--- config.mk ---
export PLATFORM = sky130hd
export DESIGN_NAME = serial_frame_responder
export DESIGN_NICKNAME = d
export VERILOG_FILES = /design/src/rtl/sfr_pkg.sv /design/src/rtl/sfr_edge_sync.sv /design/src/rtl/sfr_frame_ctrl.sv /design/src/rtl/sfr_out_path.sv /design/src/rtl/serial_frame_responder.sv
export SDC_FILE = /design/constraint.sdc
export NUM_CORES = 1
export LEC_CHECK = 0
export CAP_MARGIN = 30
export CORE_UTILIZATION = 50
export CTS_BUF_LIST = sky130_fd_sc_hd__clkbuf_16
export CTS_CLUSTER_SIZE = 10
export DETAILED_ROUTE_END_ITERATION = 10
export PLACE_DENSITY = 0.83
export SLEW_MARGIN = 0
export SYNTH_ARGS = -nofsm -noshare
export SYNTH_HDL_FRONTEND = slang
export SYNTH_SLANG_ARGS = --single-unit
--- constraint.sdc ---
create_clock -name clk -period 3.7 [get_ports clk]
set_input_delay 0.37 -clock clk [delete_from_list [all_inputs] [get_ports clk]]
set_output_delay 0.37 -clock clk [all_outputs]
set_load 0.02 [all_outputs]
--- src/rtl/sfr_pkg.sv ---
package sfr_pkg;
  typedef enum logic {OUT_DIRECT = 1'b0, OUT_TOGGLE = 1'b1} out_mode_e;
  typedef enum logic {ST_IDLE = 1'b0, ST_SHIFT = 1'b1} frame_state_e;
endpackage

--- src/rtl/sfr_edge_sync.sv ---
// Multi-flop synchronizer followed by a rising-edge detector.
module sfr_edge_sync #(
  parameter int STAGES = 2
) (
  input  logic clk,
  input  logic rst,
  input  logic async_in,
  output logic rise
);
  logic [STAGES-1:0] chain;
  logic              last_q;

  always_ff @(posedge clk) begin
    if (rst) begin
      chain  <= '0;
      last_q <= 1'b0;
    end else begin
      chain  <= {chain[STAGES-2:0], async_in};
      last_q <= chain[STAGES-1];
    end
  end

  assign rise = chain[STAGES-1] & ~last_q;
endmodule

--- src/rtl/sfr_frame_ctrl.sv ---
// Frame sequencing: bit index, stall timeout and frame end decisions.
module sfr_frame_ctrl
  import sfr_pkg::*;
#(
  parameter int WORD_W      = 16,
  parameter int TIMEOUT_CYC = 1024
) (
  input  logic clk,
  input  logic rst,
  input  logic req_rise,
  input  logic sck_rise,
  output logic do_load,
  output logic do_step,
  output logic do_clear,
  output logic busy,
  output logic done_pulse,
  output logic abort_pulse
);
  localparam int IW = (WORD_W > 1) ? $clog2(WORD_W) : 1;
  localparam int TW = $clog2(TIMEOUT_CYC + 1);
  localparam logic [IW-1:0] LAST_IDX = IW'(WORD_W - 1);
  localparam logic [TW-1:0] TO_LIMIT = TW'(TIMEOUT_CYC - 1);

  frame_state_e    state_q;
  logic [IW-1:0]   idx_q;
  logic [TW-1:0]   tcnt_q;
  logic            finish, abort;

  always_comb begin
    do_load = req_rise;
    finish  = (state_q == ST_SHIFT) && sck_rise && !req_rise && (idx_q == LAST_IDX);
    do_step = (state_q == ST_SHIFT) && sck_rise && !req_rise && (idx_q != LAST_IDX);
    abort   = (state_q == ST_SHIFT) && !sck_rise && !req_rise && (tcnt_q == TO_LIMIT);
    do_clear = finish || abort;
  end

  always_ff @(posedge clk) begin
    if (rst) begin
      state_q     <= ST_IDLE;
      idx_q       <= '0;
      tcnt_q      <= '0;
      done_pulse  <= 1'b0;
      abort_pulse <= 1'b0;
    end else begin
      done_pulse  <= finish;
      abort_pulse <= abort;
      if (do_load) begin
        state_q <= ST_SHIFT;
        idx_q   <= '0;
        tcnt_q  <= '0;
      end else if (do_clear) begin
        state_q <= ST_IDLE;
        idx_q   <= '0;
        tcnt_q  <= '0;
      end else if (do_step) begin
        idx_q  <= idx_q + 1'b1;
        tcnt_q <= '0;
      end else if (state_q == ST_SHIFT) begin
        tcnt_q <= tcnt_q + 1'b1;
      end
    end
  end

  assign busy = (state_q == ST_SHIFT);
endmodule

--- src/rtl/sfr_out_path.sv ---
// Serial output register; the variant is picked by OUT_MODE.
module sfr_out_path
  import sfr_pkg::*;
#(
  parameter int        WORD_W   = 16,
  parameter out_mode_e OUT_MODE = OUT_DIRECT
) (
  input  logic              clk,
  input  logic              rst,
  input  logic [WORD_W-1:0] word,
  input  logic              do_load,
  input  logic              do_step,
  input  logic              do_clear,
  output logic              dout
);
  logic [WORD_W-1:0] sh_q;

  generate
    if (OUT_MODE == OUT_TOGGLE) begin : g_toggle
      logic [WORD_W-1:0] enc;
      assign enc = word ^ {word[WORD_W-2:0], 1'b0};
      always_ff @(posedge clk) begin
        if (rst) begin
          sh_q <= '0;
          dout <= 1'b0;
        end else if (do_load) begin
          sh_q <= enc;
          dout <= word[0];
        end else if (do_clear) begin
          sh_q <= '0;
          dout <= 1'b0;
        end else if (do_step) begin
          sh_q <= sh_q >> 1;
          dout <= dout ^ sh_q[1];
        end
      end
    end else begin : g_direct
      always_ff @(posedge clk) begin
        if (rst) begin
          sh_q <= '0;
          dout <= 1'b0;
        end else if (do_load) begin
          sh_q <= word;
          dout <= word[0];
        end else if (do_clear) begin
          sh_q <= '0;
          dout <= 1'b0;
        end else if (do_step) begin
          sh_q <= sh_q >> 1;
          dout <= sh_q[1];
        end
      end
    end
  endgenerate
endmodule

--- src/rtl/serial_frame_responder.sv ---
module serial_frame_responder
  import sfr_pkg::*;
#(
  parameter int        WORD_W      = 16,
  parameter int        SYNC_STAGES = 2,
  parameter int        TIMEOUT_CYC = 1024,
  parameter out_mode_e OUT_MODE    = OUT_DIRECT
) (
  input  logic              clk,
  input  logic              rst,
  input  logic [WORD_W-1:0] load_word,
  input  logic              frame_req_in,
  input  logic              shift_clk_in,
  output logic              ser_out,
  output logic              frame_done,
  output logic              timeout_err
);
  logic lat_rise, sck_rise;
  logic do_load, do_step, do_clear, busy;

  sfr_edge_sync #(.STAGES(SYNC_STAGES)) u_req_sync (
    .clk(clk), .rst(rst), .async_in(frame_req_in), .rise(lat_rise)
  );

  sfr_edge_sync #(.STAGES(SYNC_STAGES)) u_sck_sync (
    .clk(clk), .rst(rst), .async_in(shift_clk_in), .rise(sck_rise)
  );

  sfr_frame_ctrl #(.WORD_W(WORD_W), .TIMEOUT_CYC(TIMEOUT_CYC)) u_ctrl (
    .clk(clk), .rst(rst), .req_rise(lat_rise), .sck_rise(sck_rise),
    .do_load(do_load), .do_step(do_step), .do_clear(do_clear), .busy(busy),
    .done_pulse(frame_done), .abort_pulse(timeout_err)
  );

  sfr_out_path #(.WORD_W(WORD_W), .OUT_MODE(OUT_MODE)) u_out (
    .clk(clk), .rst(rst), .word(load_word), .do_load(do_load),
    .do_step(do_step), .do_clear(do_clear), .dout(ser_out)
  );
endmodule

==> results of run 1 <==
sequential cells by signal (all words and copies together) (netlist names), 2 cells and up:
| register | count |
|---|---|
| u_ctrl.idx_q | 4 |
| u_ctrl.tcnt_q | 11 |
| u_out.sh_q | 16 |
| u_req_sync.chain | 2 |
| u_sck_sync.chain | 2 |
metal layers:
metal  vias to the layer above  part of all wire  wire length [um]
met5                         -                 0                 0
met4                         0             0.019                62
met3                         5             0.042               136
met2                        27              0.45              1450
met1                       611              0.49              1590
li1                        679                 -                 -
cell families after synthesis:
group | count (synthesis)
compound gates | 19
xor+xnor | 13
fa+ha+maj | 2
buf+inv | 15
flops | 40
mux | 2
simple gates | 96
synthesized netlist by cell type (all sizes together):
master   instances  area share
o21ai            1      0.0029
and3b            1      0.0051
xnor2            8       0.041
buf              4       0.017
a31oi            1      0.0036
ha               2       0.014
or2              1      0.0036
inv              5       0.011
or4              1      0.0065
nor2b            8       0.029
nand3b           2      0.0087
mux2i            2       0.012
dfxtp           40        0.46
xor2             5       0.025
nand2b           1      0.0036
nor4             1      0.0036
clkbuf           6       0.013
a2bb2oi         15       0.098
nand3            3      0.0087
and4             1      0.0051
nand2            4      0.0087
nand4            3       0.018
nor2            47        0.10
o311ai           2       0.030
or3              1      0.0036
nor3            22       0.064
metrics by stage:
step	util	area (um^2)	hold slack, ps	power, W	setup slack [ps]
detailed placement	0.619	1970	428	0.000535	1250
floorplan	-	1730	414	0.000505	1650
global placement	0.619	1970	417	0.000534	1300
global route	0.663	2110	459	0.000961	1080
CTS	0.663	2110	441	0.000940	1250
finish	0.663	2110	436	0.000931	1260
path summary, 6_finish.rpt:
check	cells after the start	end	slack [ps]	startpoint
setup / recovery	6	u_out.sh_q[0]	1260	u_ctrl.tcnt_q[0]
hold / removal	1	u_req_sync.chain[1]	440	u_req_sync.chain[0]
setup reg to reg	6	u_out.sh_q[0]	1260	u_ctrl.tcnt_q[0]
hold reg to reg	1	u_req_sync.chain[1]	440	u_req_sync.chain[0]
final cells by class:
type | count | area, um^2 | area share
clock buffer | 5 | 125 | 0.0594
clock inverter | 3 | 13.8 | 0.00653
inverter | 5 | 18.8 | 0.00891
multi-input combinational | 132 | 858 | 0.407
sequential | 40 | 801 | 0.380
tap | 44 | 55.1 | 0.0261
timing repair buffer | 24 | 235 | 0.112
where the power goes:
group          leakage, nW  switching [W]  internal [W]
logic                0.422      0.0000334     0.0000399
registers            0.325     0.00000873      0.000445
clock network       0.0710       0.000160      0.000244
==> flow_summary.yaml, run 1 <==
global_routing:
  grt.met3_usage: 0.0661
  grt_start_max_net_pins: 31
  grt_first_pass_wirelength_mm: 5.31
  gr-max-usage-layer: "met2"
  gr-usage-met1: 0.241
  grtUsageTotal: 0.202
  grt_pass1_vias: 1238
  antenna_found_initial: 0
  met2_usage: 0.319
  grt.overflow.total: 0
placed_design:
  gp_congestion: 0.753
  dp_hpwl_mm: 2.11
  portBuffers: 22
  dp.cells: 245
finish:
  final_cell_mix: "nor2_1 (47), dfxtp_1 (40), nor3_1 (22), clkdlybuf4s50_1 (22), a2bb2oi_1 (9)"
  n_antenna_cell: 0
  fin_nets: 230
  drive_gt1_frac: 0.100
  layout.cells.most_common: "nor2_1"
  area_growth_pct: 21.9
  nFillCells: 270
  fin_cells: 253
critical_path:
  critical_path_class: "register to register"
  cp-end-kind: "register"
  worst-endpoint-arrival_ps: 2590
  worst_ep_required_time_ps: 3860
  critPathTopFamily: "compound AO/OA/AOI/OAI gates"
  path_buf_inv: 0
  cp_cell_sequence: "ha_1, nand4_2, or4_4, o311ai_4, a2bb2oi_1, nor3_1"
  slowest_delay_ps: 770
  critPathLaunchType: "register"
  crit_fanout: 19
  crit_slowest_cell: "o311ai_4"
route:
  antenna_left: 0
  drtIter0Drc: 69
  vias: 1322
  dr.pass1.iters: 4
  wl_per_cell_um: 12.8
  wl_mm: 3.25
  drc: 0
  via_per_inst: 5.23
clocking:
  post_cts_resized: 0
  ctsHoldBuffers: 0
  root_buffer: "clkbuf_16"
  clk_latency_ps: 280
  clk_pin_slew_ps: 50
  post_cts_buffers: 0
  clkSinkCount: 40
  cts_made_buffers: 5
  cts_buffer_depth: 2
  cts_tree: "done"
  h-tree-depth: 2
synth:
  postSynthCellCount: 187
  synth_top_family_by_area: "simple AND/OR/NAND/NOR gates"
  ys_ff_latch: 40
  ys_warn_count: 0
  syn-num-nets: 209
  avgSynthCellArea_um2: 9.25
  synthMuxAreaShare: 0.0116
  synth_compound_area_frac: 0.135
  synth-simple-area-share: 0.270
  netlist-cell-type-count: 30
  synth-seq-area-share: 0.463
  syn_area_mm2: 0.00173
  synth-xor-area-share: 0.0658
  synthAdderAreaFrac: 0.0145
flow_run:
  maxCapViolCount: 0
timing:
  rsz0062_at_grt: "no"
  timing.final.max_slew_violations: 0
  finalCritPeriodShare: 0.658
  max_freq_mhz: 410
  setup_viol: 0
  worst_pin_slew_ps: 906
  relSlewSlack: 0.395
  setup_tns_ps: 0
  final.min_clock_period_ps: 2440
  hold_viol_final: 0
  skew_ps: 4.41
die:
  rows: 20
  die_y_um: 60.8
  start_util: 0.544
  die_area_mm2: 0.00370
  coreArea_mm2: 0.00318
  ios: 23
  fp.dieW_um: 60.8
power_and_ir_drop:
  ir_drop_v: 0.000353
  power.density_mw_per_mm2: 442
  cellLeakagePower_nw: 0.818
outcome:
  status: "completed"
min_path:
  hp-class: "register to register"
No activity file was read; power rests on OpenSTA's default activity.
==> run 2, diff against run 1 <==
==> constraint.sdc (replaced) <==
create_clock -name clk -period 2.6 [get_ports clk]
set_input_delay 0.26 -clock clk [delete_from_list [all_inputs] [get_ports clk]]
set_output_delay 0.26 -clock clk [all_outputs]
set_load 0.02 [all_outputs]
==> flow_summary.yaml, run 2 (same netlist as run 1, synthesis figures left out) <==
clocking:
  cts_made_buffers: 5
  clk_latency_ps: 280
  post_cts_resized: 0
  post_cts_buffers: 0
  cts_buffer_depth: 2
  ctsHoldBuffers: 0
  clk_pin_slew_ps: 50
  clkSinkCount: 40
  root_buffer: "clkbuf_16"
  cts_tree: "done"
  h-tree-depth: 2
critical_path:
  r2r_end: "u_out.sh_q[10]"
  worstRegToRegCells: 6
  r2r_start: "u_ctrl.tcnt_q[0]"
  crit_fanout: 15
  reg2reg_slack_ps: 420
  cp-end-kind: "register"
  worst_ep_required_time_ps: 2790
  critical_path_class: "register to register"
  worst-endpoint-arrival_ps: 2370
  critPathLaunchType: "register"
placed_design:
  dp_hpwl_mm: 2.03
  portBuffers: 22
  dp.cells: 248
  gp_congestion: 0.781
  dp_slack_ps: 462
finish:
  fin_nets: 233
  n_antenna_cell: 0
  layout.cells.most_common: "nor2_1"
  area_growth_pct: 23.0
  final_core_util: 0.669
  largest_register: "u_out.sh_q"
  largest_register_ff_count: 16
  final_cell_mix: "nor2_1 (47), dfxtp_1 (40), nor3_1 (22), clkdlybuf4s50_1 (22), a2bb2oi_1 (9)"
  nFillCells: 263
  drive_gt1_frac: 0.104
  reg_top3: "u_out.sh_q (16), u_ctrl.tcnt_q (11), u_ctrl.idx_q (4)"
  fin_cells: 256
timing:
  skew_ps: 3.62
  rsz0062_at_grt: "no"
  hold_viol_final: 0
  setup_viol: 0
  max_freq_mhz: 459
  layout_setup_ws_ps: 423
  setup_tns_ps: 0
  finalCritPeriodShare: 0.837
  relSlewSlack: 0.532
  timing.final.max_slew_violations: 0
  worst_pin_slew_ps: 700
  final.min_clock_period_ps: 2180
global_routing:
  grt_start_max_net_pins: 30
  gr-max-usage-layer: "met2"
  grtUsageTotal: 0.196
  met2_usage: 0.292
  grt.overflow.total: 0
  antenna_found_initial: 0
  grt_first_pass_wirelength_mm: 5.24
  grt_pass1_vias: 1179
  gr-usage-met1: 0.254
  grt.met3_usage: 0.0746
route:
  dr.pass1.iters: 4
  vias: 1339
  drtIter0Drc: 112
  drc: 0
  wl_mm: 3.22
  wl_per_cell_um: 12.6
  antenna_left: 0
  via_per_inst: 5.23
die:
  rows: 20
  die_area_mm2: 0.00370
  coreArea_mm2: 0.00318
  fp.dieW_um: 60.8
  ios: 23
  start_util: 0.544
  die_y_um: 60.8
power_and_ir_drop:
  power.density_mw_per_mm2: 616
  power.total_w: 0.00131
  ir_drop_v: 0.000432
  cellLeakagePower_nw: 0.836
min_path:
  hold_path.startpoint: "u_req_sync.chain[0]"
  hp-class: "register to register"
  min_path_cells: 1
  min_to: "u_req_sync.chain[1]"
outcome:
  status: "completed"
flow_run:
  maxCapViolCount: 0
run 2: cell types whose count changed in the layout (fill, tap and decap cells not counted), sizes merged:
| cell | previous run | this run |
|---|---|---|
| buf | 2 | 5 |
| clkinv | 3 | 1 |
| inv | 5 | 7 |
run 2: worst max path at each step:
| stage | start | endpoint | slack, ps |
|---|---|---|---|
| 2_1_floorplan | u_ctrl.tcnt_q[0] | u_out.sh_q[10] | 550 |
| 3_3_place_gp | u_ctrl.tcnt_q[0] | u_out.sh_q[0] | 500 |
| 3_5_place_dp | u_ctrl.tcnt_q[0] | u_out.sh_q[15] | 460 |
| 4_1_cts | u_ctrl.tcnt_q[0] | u_out.sh_q[10] | 430 |
| 5_1_grt | u_ctrl.tcnt_q[0] | u_out.sh_q[2] | 250 |
| 6_report | u_ctrl.tcnt_q[0] | u_out.sh_q[10] | 420 |
run 2: final cells by class:
type                    instances  area, um^2  area share
inverters                       5        18.8     0.00882
clock buffers                   5         125      0.0588
multi-input cells             132         858       0.404
flip-flops and latches         40         801       0.376
clock inverters                 3        11.3     0.00529
repair buffers                 27         258       0.121
well taps                      44        55.1      0.0259
run 2: per-stage QoR:
| step | hold WS (ps) | instance area [um^2] |
|---|---|---|
| 2_1_floorplan | 388 | 1730 |
| 3_3_place_gp | 419 | 1990 |
| 3_5_place_dp | 439 | 1990 |
| 4_1_cts | 451 | 2130 |
| 5_1_grt | 460 | 2130 |
| 6_report | 439 | 2130 |
run 2: report_power, final:
part           internal [W]  total (W)  leakage (nW)  switching (W)
sequential         0.000634   0.000644         0.325      0.0000104
clock              0.000344   0.000559        0.0738       0.000215
combinational     0.0000585   0.000108         0.437      0.0000492
total               0.00104    0.00131         0.836       0.000275
run 2: critical path, stage by stage (launching register included):
cell and delay [ps]:
dfxtp_1 370, ha_1 200, nand4_2 150, or4_4 500
o311ai_4 610, nor2_1 80, nor3_1 170
run 2: routing by layer:
metal	wire length (um)	up-vias
li1	-	684
met1	1590	625
met2	1450	25
met3	141	5
met4	51	0
met5	0	-
==> run 3, diff against run 2 <==
--- a/config.mk
+++ b/config.mk
@@ -6,7 +6,7 @@
 export NUM_CORES = 1
 export LEC_CHECK = 0
 export CAP_MARGIN = 30
-export CORE_UTILIZATION = 50
+export CORE_UTILIZATION = 48
 export CTS_BUF_LIST = sky130_fd_sc_hd__clkbuf_16
 export CTS_CLUSTER_SIZE = 10
 export DETAILED_ROUTE_END_ITERATION = 10
==> constraint.sdc (replaced) <==
create_clock -name clk -period 2 [get_ports clk]
set_input_delay 0.2 -clock clk [delete_from_list [all_inputs] [get_ports clk]]
set_output_delay 0.2 -clock clk [all_outputs]
set_load 0.02 [all_outputs]
==> flow_summary.yaml, run 3 (same netlist as run 1, synthesis figures left out) <==
outcome:
  status: "complete, but fails checks"
  violations: "setup timing"
flow_run:
  maxCapViolCount: 0
timing:
  rsz0062_at_grt: "yes"
  max_freq_mhz: 498
  setup_viol: 1
  finalCritPeriodShare: 1.00
  skew_ps: 8.32
  layout_setup_ws_ps: -8.61
  relSlewSlack: 0.708
  final.min_clock_period_ps: 2010
  hold_viol_final: 0
  worst_pin_slew_ps: 437
  timing.final.max_slew_violations: 0
finish:
  final_core_util: 0.699
  n_antenna_cell: 0
  final-seq-area_um2: 807
  largest_register_ff_count: 16
  drive_gt1_frac: 0.208
  reg_top3: "u_out.sh_q (16), u_ctrl.tcnt_q (11), u_ctrl.idx_q (4)"
  area_growth_pct: 37.0
  nFillCells: 243
  largest_register: "u_out.sh_q"
  final_cell_mix: "nor2_1 (47), dfxtp_1 (37), nor3_1 (22), clkdlybuf4s50_1 (22), a2bb2oi_2 (14)"
  fin_nets: 242
  multiInputGateArea_um2: 930
  layout.cells.most_common: "nor2_1"
clocking:
  h-tree-depth: 2
  clk_pin_slew_ps: 60
  clkSinkCount: 40
  root_buffer: "clkbuf_16"
  cts_made_buffers: 5
  cts_tree: "done"
  cts_buffer_depth: 2
  clk_latency_ps: 290
power_and_ir_drop:
  cellLeakagePower_nw: 0.928
  power.density_mw_per_mm2: 809
  power.total_w: 0.00192
  ir_drop_v: 0.000692
global_routing:
  grt_pass1_vias: 1232
  grt_start_max_net_pins: 30
  grtUsageTotal: 0.198
  grt_first_pass_wirelength_mm: 5.29
  grt.overflow.total: 0
  antenna_found_initial: 0
die:
  fp.dieW_um: 62.0
  start_util: 0.510
  die_area_mm2: 0.00385
  coreArea_mm2: 0.00339
  rows: 21
  ios: 23
  die_y_um: 62.0
critical_path:
  worst_ep_required_time_ps: 2160
  critical_path_class: "register to register"
  cp-end-kind: "register"
  worst-endpoint-arrival_ps: 2170
  r2r_end: "u_out.sh_q[6]"
  r2r_start: "u_ctrl.tcnt_q[1]"
  reg2reg_slack_ps: -9
  worstRegToRegCells: 8
  crit_slowest_cell: "or4_4"
  crit_fanout: 4
  critPathLaunchType: "register"
  slowest_delay_ps: 490
  cp_cell_sequence: "ha_4, nand4_4, or4_4, o311ai_4, buf_6, clkbuf_16, a2bb2oi_2, nor3_1"
route:
  via_per_inst: 5.28
  antenna_left: 0
  wl_per_cell_um: 14.2
  wl_mm: 3.79
  vias: 1411
  drtIter0Drc: 98
  drc: 0
  dr.pass1.iters: 4
min_path:
  min_path_cells: 1
  hold_path.startpoint: "u_req_sync.chain[0]"
  hp-class: "register to register"
  min_to: "u_req_sync.chain[1]"
placed_design:
  dp_hpwl_mm: 2.25
  portBuffers: 22
  gp_congestion: 0.744
-- run 3: cell count changes in the layout (fill, tap and decap cells not counted), moves of 3 or more --
cell and delta:
a2bb2oi_1 -8, a2bb2oi_2 +8, buf_4 +4, dfxtp_1 -3
-- run 3: routing by layer --
metal  wire length, um  GRT usage  vias up
met5                 0          0        -
li1                  -          -      702
met3               175     0.0807        7
met4                75     0.0921        0
met1              1670      0.238      666
met2              1860      0.310       36
-- run 3: layout make-up --
cell class | count | share of cell area
Tap cell | 46 | 0.0243
Multi-Input combinational cell | 132 | 0.392
Sequential cell | 40 | 0.341
Clock buffer | 5 | 0.0528
Inverter | 5 | 0.00792
Clock inverter | 3 | 0.0180
Timing Repair Buffer | 36 | 0.164
-- run 3: what timing repair did --
item | in CTS | in global routing
gates cloned | 0 | 2
endpoints found under the setup margin | 1 | 22
resized for setup | 0 | 11
hold buffers | 0 | 0
pin swaps | 0 | 4
buffers inserted | 2 | 2
-- run 3: metrics by stage --
stage                     hold WS [ps]  TNS (ps)  setup WS [ps]  area [um^2]  instances
after floorplan                    328         0           15.8         1750        187
after global placement             416         0           72.8         2060        253
after detailed placement           436     -2.72          -2.72         2060        253
after CTS                          449         0           4.79         2250        263
after global routing               462      -356          -59.0         2370        267
final                              439     -8.61          -8.61         2370        267
-- run 3: power breakdown --
| group | switching, W | internal, W |
|---|---|---|
| clock | 0.000316 | 0.000585 |
| combinational | 0.0000784 | 0.000100 |
| sequential | 0.0000148 | 0.000823 |
| total | 0.000409 | 0.00151 |
-- run 3: worst max-delay path, delay by kind of cell (launching register included) --
kind	cells	cell delay, ps
and+or+nand+nor	3	690
AOI/OAI and AO/OA	2	390
buffers and inverters	2	310
DFF	1	350
adders and majority gates	1	150
-- run 3: worst max path at each step --
stage | from | endpoint | depth (start not counted) | slack (ps)
2_1_floorplan | u_ctrl.tcnt_q[0] | u_out.sh_q[10] | 7 | 20
3_3_place_gp | u_ctrl.tcnt_q[0] | u_out.sh_q[15] | 7 | 70
3_5_place_dp | u_ctrl.tcnt_q[0] | u_out.sh_q[4] | 7 | -3
4_1_cts | u_ctrl.tcnt_q[0] | u_out.sh_q[15] | 7 | 5
5_1_grt | u_ctrl.tcnt_q[1] | u_out.sh_q[6] | 8 | -60
6_report | u_ctrl.tcnt_q[1] | u_out.sh_q[6] | 8 | -9
